**src/rtl/spec_carry_pkg.sv**
```systemverilog
`timescale 1ns/1ps
package spec_carry_pkg;
  // sequencing states of one addition
  typedef enum logic [1:0] {
    SC_IDLE = 2'd0,
    SC_EVAL = 2'd1,
    SC_FIX  = 2'd2
  } sc_state_e;
endpackage

```
**src/rtl/spec_carry_section.sv**
```systemverilog
`timescale 1ns/1ps
module spec_carry_section #(
  parameter int W = 16
) (
  input  logic [W-1:0] a,
  input  logic [W-1:0] b,
  input  logic         cin,
  output logic [W-1:0] sum,
  output logic         gen,
  output logic         prop
);
  logic [W:0] with_cin;
  logic [W:0] no_cin;

  always_comb begin
    with_cin = {1'b0, a} + {1'b0, b} + {{W{1'b0}}, cin};
    no_cin   = {1'b0, a} + {1'b0, b};
    sum      = with_cin[W-1:0];
    // section creates a carry by itself
    gen      = no_cin[W];
    // section passes an incoming carry straight through
    prop     = &(a ^ b);
  end
endmodule

```
**src/rtl/spec_carry_resolve.sv**
```systemverilog
`timescale 1ns/1ps
module spec_carry_resolve #(
  parameter int N = 2
) (
  input  logic [N-1:0] gen,
  input  logic [N-1:0] prop,
  input  logic [N-1:0] est,
  output logic [N:0]   carry,
  output logic         mismatch
);
  // real carry into each section, resolved at section granularity
  always_comb begin
    carry[0] = 1'b0;
    for (int k = 0; k < N; k++) begin
      carry[k+1] = gen[k] | (prop[k] & carry[k]);
    end
    mismatch = |(est ^ carry[N-1:0]);
  end
endmodule

```
**src/rtl/spec_carry_ctrl.sv**
```systemverilog
`timescale 1ns/1ps
module spec_carry_ctrl
  import spec_carry_pkg::*;
(
  input  logic clk,
  input  logic rst,
  input  logic start,
  input  logic mismatch,
  output logic accept,
  output logic in_eval,
  output logic in_fix,
  output logic done_o,
  output logic busy_o
);
  sc_state_e state_q;

  assign accept  = (state_q == SC_IDLE) && start;
  assign in_eval = (state_q == SC_EVAL);
  assign in_fix  = (state_q == SC_FIX);

  always_ff @(posedge clk) begin
    if (rst) begin
      state_q <= SC_IDLE;
      busy_o  <= 1'b0;
      done_o  <= 1'b0;
    end else begin
      done_o <= 1'b0;
      case (state_q)
        SC_IDLE: if (start) begin
          state_q <= SC_EVAL;
          busy_o  <= 1'b1;
        end
        SC_EVAL: if (mismatch) begin
          state_q <= SC_FIX;
        end else begin
          state_q <= SC_IDLE;
          busy_o  <= 1'b0;
          done_o  <= 1'b1;
        end
        SC_FIX: begin
          state_q <= SC_IDLE;
          busy_o  <= 1'b0;
          done_o  <= 1'b1;
        end
        default: state_q <= SC_IDLE;
      endcase
    end
  end

  p_done_pulse_r5: assert property (@(posedge clk) disable iff (rst)
    done_o |=> !done_o);
  p_busy_excl_r5: assert property (@(posedge clk) disable iff (rst)
    done_o |-> !busy_o);
  p_accept_busy_r5: assert property (@(posedge clk) disable iff (rst)
    accept |=> busy_o);
endmodule

```
**src/rtl/spec_carry_adder.sv**
```systemverilog
`timescale 1ns/1ps
module spec_carry_adder #(
  parameter int WIDTH    = 32,
  parameter int SECTIONS = 2
) (
  input  logic             clk,
  input  logic             rst,
  input  logic             start,
  input  logic [WIDTH-1:0] a,
  input  logic [WIDTH-1:0] b,
  output logic [WIDTH-1:0] sum,
  output logic             cout,
  output logic             done,
  output logic             busy,
  output logic             mispredict
);
  localparam int SW = WIDTH / SECTIONS;

  logic [WIDTH-1:0]    opa_q, opb_q, sec_sum, sum_q;
  logic [SECTIONS-1:0] est, cin_sel, gen, prop, true_q;
  logic [SECTIONS:0]   true_c;
  logic                mismatch, accept, in_eval, in_fix;
  logic                cout_q, mis_q;

  generate
    for (genvar i = 0; i < SECTIONS; i++) begin : g_sec
      if (i == 0) begin : g_low
        assign est[i] = 1'b0;
      end else begin : g_up
        // guess from the top bit pair of the section below
        assign est[i] = opa_q[i*SW-1] & opb_q[i*SW-1];

        p_equal_bits_exact_r2: assert property (@(posedge clk) disable iff (rst)
          (busy && (opa_q[i*SW-1] == opb_q[i*SW-1])) |-> (est[i] == true_c[i]));
      end
      assign cin_sel[i] = in_fix ? true_q[i] : est[i];

      spec_carry_section #(.W(SW)) u_sec (
        .a    (opa_q[i*SW +: SW]),
        .b    (opb_q[i*SW +: SW]),
        .cin  (cin_sel[i]),
        .sum  (sec_sum[i*SW +: SW]),
        .gen  (gen[i]),
        .prop (prop[i])
      );
    end
  endgenerate

  spec_carry_resolve #(.N(SECTIONS)) u_resolve (
    .gen      (gen),
    .prop     (prop),
    .est      (est),
    .carry    (true_c),
    .mismatch (mismatch)
  );

  spec_carry_ctrl u_ctrl (
    .clk      (clk),
    .rst      (rst),
    .start    (start),
    .mismatch (mismatch),
    .accept   (accept),
    .in_eval  (in_eval),
    .in_fix   (in_fix),
    .done_o   (done),
    .busy_o   (busy)
  );

  always_ff @(posedge clk) begin
    if (rst) begin
      opa_q  <= '0;
      opb_q  <= '0;
      true_q <= '0;
      sum_q  <= '0;
      cout_q <= 1'b0;
      mis_q  <= 1'b0;
    end else begin
      if (accept) begin
        opa_q  <= a;
        opb_q  <= b;
        true_q <= '0;
      end
      if (in_eval && mismatch) begin
        true_q <= true_c[SECTIONS-1:0];
      end
      if (in_eval && !mismatch) begin
        sum_q  <= sec_sum;
        cout_q <= true_c[SECTIONS];
        mis_q  <= 1'b0;
      end
      if (in_fix) begin
        sum_q  <= sec_sum;
        cout_q <= true_c[SECTIONS];
        mis_q  <= 1'b1;
      end
    end
  end

  assign sum        = sum_q;
  assign cout       = cout_q;
  assign mispredict = mis_q;

  p_sum_exact_r1: assert property (@(posedge clk) disable iff (rst)
    done |-> ({cout, sum} == ({1'b0, opa_q} + {1'b0, opb_q})));
  p_long_flag_r4: assert property (@(posedge clk) disable iff (rst)
    done |-> (mispredict == $past(busy, 2)));
  p_operands_frozen_r6: assert property (@(posedge clk) disable iff (rst)
    busy |=> ($stable(opa_q) && $stable(opb_q)));
  p_result_hold_r8: assert property (@(posedge clk) disable iff (rst)
    !busy |=> ($stable(sum) && $stable(cout) && $stable(mispredict)));
endmodule

```
**config.mk**
```make
export PLATFORM = sky130hd
export DESIGN_NAME = spec_carry_adder
export DESIGN_NICKNAME = d
export VERILOG_FILES = /design/src/rtl/spec_carry_pkg.sv /design/src/rtl/spec_carry_section.sv /design/src/rtl/spec_carry_resolve.sv /design/src/rtl/spec_carry_ctrl.sv /design/src/rtl/spec_carry_adder.sv
export SDC_FILE = /design/constraint.sdc
export NUM_CORES = 1
export LEC_CHECK = 0
export CAP_MARGIN = 20
export CELL_PAD_IN_SITES_DETAIL_PLACEMENT = 1
export CELL_PAD_IN_SITES_GLOBAL_PLACEMENT = 1
export CORE_UTILIZATION = 34
export DETAILED_ROUTE_END_ITERATION = 12
export GPL_TIMING_DRIVEN = 1
export PLACE_DENSITY = 0.72
export SETUP_SLACK_MARGIN = 0.02
export SYNTH_ARGS = -nofsm -noshare
export SYNTH_HDL_FRONTEND = slang
export SYNTH_SLANG_ARGS = --single-unit
```
**constraint.sdc**
```tcl
create_clock -name clk -period 2.7 [get_ports clk]
set_input_delay 0.27 -clock clk [delete_from_list [all_inputs] [get_ports clk]]
set_output_delay 0.27 -clock clk [all_outputs]
set_load 0.005 [all_outputs]
```
==> results of run 1 <==
## Yosys cell counts (all sizes together) (4+ instances only)
library cell | n | share of area
ha | 38 | 0.088
o21a | 6 | 0.0086
xnor2 | 19 | 0.032
a21o | 10 | 0.014
nand4 | 6 | 0.0070
dfxtp | 103 | 0.38
nand2 | 174 | 0.12
inv | 10 | 0.0070
o21ai | 15 | 0.014
o211ai | 4 | 0.0056
a21oi | 99 | 0.092
a211o | 5 | 0.0081
nor2 | 37 | 0.026
clkbuf | 27 | 0.019
a211oi | 17 | 0.025
buf | 10 | 0.011
nor4 | 5 | 0.0081
nor3 | 12 | 0.011
xor2 | 19 | 0.034
## layout by cell type, fill, tap and decap left out, types with 5 or more instances in the layout
| cell | instances |
|---|---|
| clkdlybuf4s50_1 | 101 |
| ha_4 | 5 |
| nor3_1 | 7 |
| nor2_1 | 32 |
| nand2_2 | 16 |
| o21a_1 | 5 |
| buf_12 | 8 |
| o21ai_0 | 10 |
| xor2_1 | 14 |
| buf_6 | 9 |
| xnor2_1 | 16 |
| nand2_1 | 157 |
| a21oi_2 | 8 |
| dfxtp_1 | 93 |
| a211oi_1 | 14 |
| nand4_1 | 6 |
| dfxtp_2 | 9 |
| a21oi_1 | 90 |
| inv_1 | 9 |
| a21o_1 | 10 |
| buf_4 | 87 |
| clkbuf_16 | 9 |
| ha_1 | 33 |
## where the power goes
| group | leakage (uW) | internal, uW | switching, uW |
|---|---|---|---|
| clock network | 0.000126 | 651 | 583 |
| logic | 0.00239 | 522 | 487 |
| registers | 0.000849 | 1620 | 66.4 |
## state kept, by name (all words and copies together), names as in the netlist
signal,cells
sum,32
true_q,1
cout,1
u_ctrl.state_q,2
u_ctrl.busy_o,1
opa_q,32
opb_q,32
mispredict,1
u_ctrl.done_o,1
## layer usage
metal	global-route usage	vias to the layer above
li1	-	2679
met1	0.297	2599
met2	0.371	103
met3	0.0301	20
met4	0.0727	0
met5	0	-
## cell families after synthesis
| group | after synthesis |
|---|---|
| AND/OR/NAND/NOR | 261 |
| AO/OA/AOI/OAI | 179 |
| flip-flops | 103 |
| buffers and inverters | 47 |
| adder cells (fa/ha/maj) | 40 |
| XOR/XNOR | 38 |
| multiplexers | 2 |
## worst min-delay path, stage by stage, from the launching register on
cell and delay, ps:
dfxtp_1 310, nand2_1 50, a21oi_1 50
## final timing paths
| kind | startpoint | to | slack (ps) | depth (start not counted) |
|---|---|---|---|---|
| worst max-delay path | opa_q[18] | sum[31] | -250 | 11 |
| worst min register to register | opb_q[4] | opb_q[4] | 460 | 2 |
| worst min-delay path | opb_q[4] | opb_q[4] | 460 | 2 |
| worst max register to register | opa_q[18] | sum[31] | -250 | 11 |
## repair_timing
action / CTS / global route
pin swaps: 37 / 38
setup buffers: 18 / 11
hold endpoints to repair: 0 / 0
cloned: 5 / 0
endpoints found under the setup margin: 37 / 38
resized for setup: 56 / 36
## final cells by class
type,instances,area (um2)
clock inverters,2,16.3
fillers,1776,7160
multi-input cells,520,3530
clock buffers,13,250
well taps,211,264
repair buffers,209,2040
inverters,10,37.5
flip-flops and latches,103,2080
## through the flow
stage          TNS, ps  area (um2)   util  cells  hold WS (ps)
2_1_floorplan     -170        5470      -    670           398
3_3_place_gp     -3970        7210  0.469   1022           444
3_5_place_dp     -7350        7210  0.469   1022           448
4_1_cts          -4640        7990  0.520   1060           454
5_1_grt          -7430        8210  0.534   1068           470
6_report         -4010        8210  0.534   1068           461
==> flow_summary.toml, run 1 <==
[outcome]
outcome = "complete, but fails checks"
violations = "negative setup slack"

[finish]
drive_gt1_frac = 0.247
area_growth_pct = 52.0
antenna_cells = 0
final_nets = 960

[global_routing]
antenna_found_initial = 0
track_usage = 0.223
grt_max_degree = 75
grt_pass1_vias = 5578
grt_pass1_wl_mm = 28.5
gr-total-overflow = 0

[setup_path]
required_ps = 2900
crit_buf_inv = 2
crit_slowest_cell = "or4_4"
cpPeakStageDelay_ps = 600
path_common_cell = "buf_6"
critPathTopFamily = "simple AND/OR/NAND/NOR gates"
cp_cell_sequence = "ha_4 > o21a_4 > buf_6 > a2111oi_4 > nor2_2 > xnor2_2 > or4_4 > buf_6 > nor4_4 > xnor2_1 > a211oi_2"
setup.worst_path.end_class = "register"
crit_fanout = 4
crit_arrival_ps = 3150
start_kind = "register"
worst-setup-path-type = "register to register"

[timing]
min_period_over_period = 1.09
fin_ws_ps = -251
report.final.slew_viol_count = 0
finalSetupViolations = 32
finClkSkew_ps = 5.47
hold_violations = 0
rsz0062_at_grt = "true"
max_freq_ghz = 0.339
tightest_slew_ps = 798
maxSlewHeadroom = 0.468
fin_crit_ps = 2950

[place]
dpl_worst_slack_ps = -372
hpwl_mm = 12.8
gp_congestion = 0.811
port_buffers = 102

[drt]
met1Wirelength_mm = 8.85
vias_per_cell = 5.06
top_layer = "met4"
wl_per_cell_um = 17.2
ant_nets = 0
routed-wl-met3_um = 609
drc = 0
dr.pass1.iters = 4
met2WireLength_mm = 8.61
dr.first_iter.drc_count = 194
wl_mm = 18.3
vias = 5401

[clocking]
tritoncts = "done"
clock_sinks = 103
holdBufCountCts = 0
cts-root-buf = "clkbuf_16"
clock_latency_ps = 350
ctsHtreeMaxLevel = 3
cts_buffers = 9
clkTransAtPathRegs_ps = 70
cts_buffer_depth = 2

[logic_synthesis]
ys_types = 61
yosysSeqAreaShare = 0.382
ys_warn_count = 0
post_synth_inst_count = 670
synthSimpleGateAreaFrac = 0.206
synth_edf_count = 0
muxShareOfSynthArea = 0.00394
synthAdderAreaFrac = 0.0955
yosys.area_share.xor_xnor = 0.0658
avgSynthCellArea_um2 = 8.06
synthFlopType = "dfxtp_1"
synth_top_family_by_area = "compound AO/OA/AOI/OAI gates"
ys_seq_elements = 103
syn_nets = 777
ys_async_sr_fraction = 0
synth_compound_area_frac = 0.210
syn-cell-area_um2 = 5400

[power_and_ir_drop]
ir_drop_uv = 316
leakagePower_uw = 0.00336
p_per_area_nw_per_um2 = 478
fin_total_pwr_uw = 3920

[hold_path]
hold_class = "register to register"

[job]
maxCapViolCount = 0

[floorplan]
ios = 103
start_util = 0.351
die_w_um = 128
fp.dieH_um = 128
std_cell_rows = 45
core_area_um2 = 15400
die_area_um2 = 16400
No activity file was read; power rests on OpenSTA's default activity.
==> run 2: changes to the inputs <==
SLEW_MARGIN = 30   (was default)
TNS_END_PERCENT = 30   (was default)
==> run 2 against run 1 <==
Against the previous run:
- the run still ends with negative setup slack left
- largest cell class unchanged
- first-iteration DRC count increased by 39%
- core utilization decreased by 1.3 points
- die area unchanged
- non-clock buffer count decreased by 9
- critical endpoint unchanged
- total power increased by 2.8%
- combinational power decreased by 6%
- largest power group unchanged
- fmax decreased by 2.5%
- critical path type unchanged
- via count decreased by 1.8%
==> flow_summary.toml, run 2 (synthesized netlist as in run 1, its figures left out) <==
[drt]
ant_nets = 0
dr.first_iter.drc_count = 270
vias = 5306
wl_per_cell_um = 16.3
drc = 0
vias_per_cell = 5.01
dr.pass1.iters = 4
wl_mm = 17.3

[finish]
final_nets = 951
antenna_cells = 0
drive_gt1_frac = 0.210
layout.cells.non_filler = 1059
layout_commonest_cell = "nand2_1"
fin_util = 0.521
area_growth_pct = 48.4
final_cell_mix = "nand2_1, clkdlybuf4s50_1, dfxtp_1, a21oi_1, buf_4"

[outcome]
outcome = "complete, but fails checks"
violations = "negative setup slack"

[global_routing]
track_usage = 0.214
antenna_found_initial = 0
grt_max_degree = 76
grt_pass1_vias = 5356
grt_pass1_wl_mm = 27.3
gr-total-overflow = 0

[timing]
fin_hold_ws_ps = 457
hold_violations = 0
rsz0062_at_grt = "true"
finalSetupViolations = 35
min_period_over_period = 1.12
tightest_slew_ps = 841
report.final.slew_viol_count = 0
finClkSkew_ps = 6.24
max_freq_ghz = 0.330
tns_ps = -5320
fin_crit_ps = 3030
maxSlewHeadroom = 0.440
fin_ws_ps = -328

[setup_path]
worst-setup-path-type = "register to register"
critPathTopFamily = "compound AO/OA/AOI/OAI gates"
start_kind = "register"
setup.worst_path.end_class = "register"
reg2reg_setup_slack_ps = -330
crit_buf_inv = 2
required_ps = 2900
crit_slowest_cell = "a2111oi_4"
r2r_start = "opb_q[18]"
r2r-end = "sum[31]"
cpPeakStageDelay_ps = 350
reg2reg_depth = 12
crit_arrival_ps = 3230
cp_cell_sequence = "ha_1 > o21a_2 > buf_4 > a2111oi_4 > o31ai_1 > xnor2_1 > o22ai_1 > nand4_1 > buf_6 > nor4_4 > xnor2_2 > a211oi_2"
crit_fanout = 3

[floorplan]
start_util = 0.351
fp.dieH_um = 128
die_w_um = 128
std_cell_rows = 45
ios = 103
die_area_um2 = 16400
core_area_um2 = 15400

[hold_path]
hold_class = "register to register"
hold_depth = 2
min_to = "sum[7]"
min_from = "sum[7]"

[power_and_ir_drop]
fin_total_pwr_uw = 4040
p_per_area_nw_per_um2 = 504
leakagePower_uw = 0.00331
ir_drop_uv = 308

[place]
port_buffers = 102
dpl.cell_count = 1021
gp_congestion = 0.831
hpwl_mm = 12.5

[clocking]
ctsHtreeMaxLevel = 3
tritoncts = "done"
cts-root-buf = "clkbuf_16"
clock_sinks = 103
holdBufCountCts = 0
cts_buffer_depth = 2
cts_buffers = 9
clkTransAtPathRegs_ps = 70
clock_latency_ps = 350

[job]
maxCapViolCount = 0
[run 2: cell count changes in the layout (fill, tap and decap cells not counted), sizes merged]
cell      before  now
clkinvlp       1    0
buf          108   97
clkinv         0    2
bufinv         0    2
inv           11   10
[run 2: stage by stage]
stage | instance area (um2) | setup WS, ps
after floorplan | 5470 | -89.1
after global placement | 7200 | -186
after detailed placement | 7200 | -297
after CTS | 7820 | -166
after global routing | 8010 | -427
final | 8010 | -328
[run 2: how the worst max path moves through the flow]
stage / startpoint / end / slack [ps] / cells after the start
2_1_floorplan: opb_q[16] / sum[25] / -90 / 12
3_3_place_gp: opb_q[17] / sum[25] / -190 / 11
3_5_place_dp: opb_q[17] / sum[31] / -300 / 10
4_1_cts: opb_q[17] / sum[29] / -170 / 13
5_1_grt: opb_q[18] / sum[31] / -430 / 12
6_report: opb_q[18] / sum[31] / -330 / 12
[run 2: power breakdown]
group          internal (uW)  switching, uW
logic                    490            460
clock network            831            579
registers               1610           61.8
total                   2940           1100
[run 2: what timing repair did]
action                     CTS  global route
resized for setup           36            20
buffers inserted            13             5
cloned                       2             3
setup endpoints to repair   35            38
pin swaps                   27            22
[run 2: area by class of cell]
cell class | instances | area (um2)
fill | 1807 | 7360
sequential | 103 | 2070
multi-input combinational | 520 | 3390
clock inverter | 4 | 70.1
timing repair buffer | 200 | 1940
clock buffer | 11 | 243
inverter | 10 | 37.5
tap | 211 | 264
[run 2: worst register-to-register path: cells and delay by family (launching register included)]
kind | cells | cell delay, ps
fa+ha+maj | 1 | 310
buf+inv | 2 | 310
simple gates | 2 | 480
xor+xnor | 2 | 320
flops | 1 | 310
compound gates | 5 | 1140
[run 2: metal layers]
metal  wire length [um]  GRT usage  up-vias
met5                  0          0        -
met2               7770      0.332       98
met4                301     0.0796        0
met1               8670      0.305     2533
met3                505     0.0255       19
li1                   -          -     2656
==> run 3: changes to the inputs <==
CTS_CLUSTER_SIZE = 28   (was default)
==> results of run 3 <==
Same layout as run 2: the final DEF is identical, and so are final timing and power.
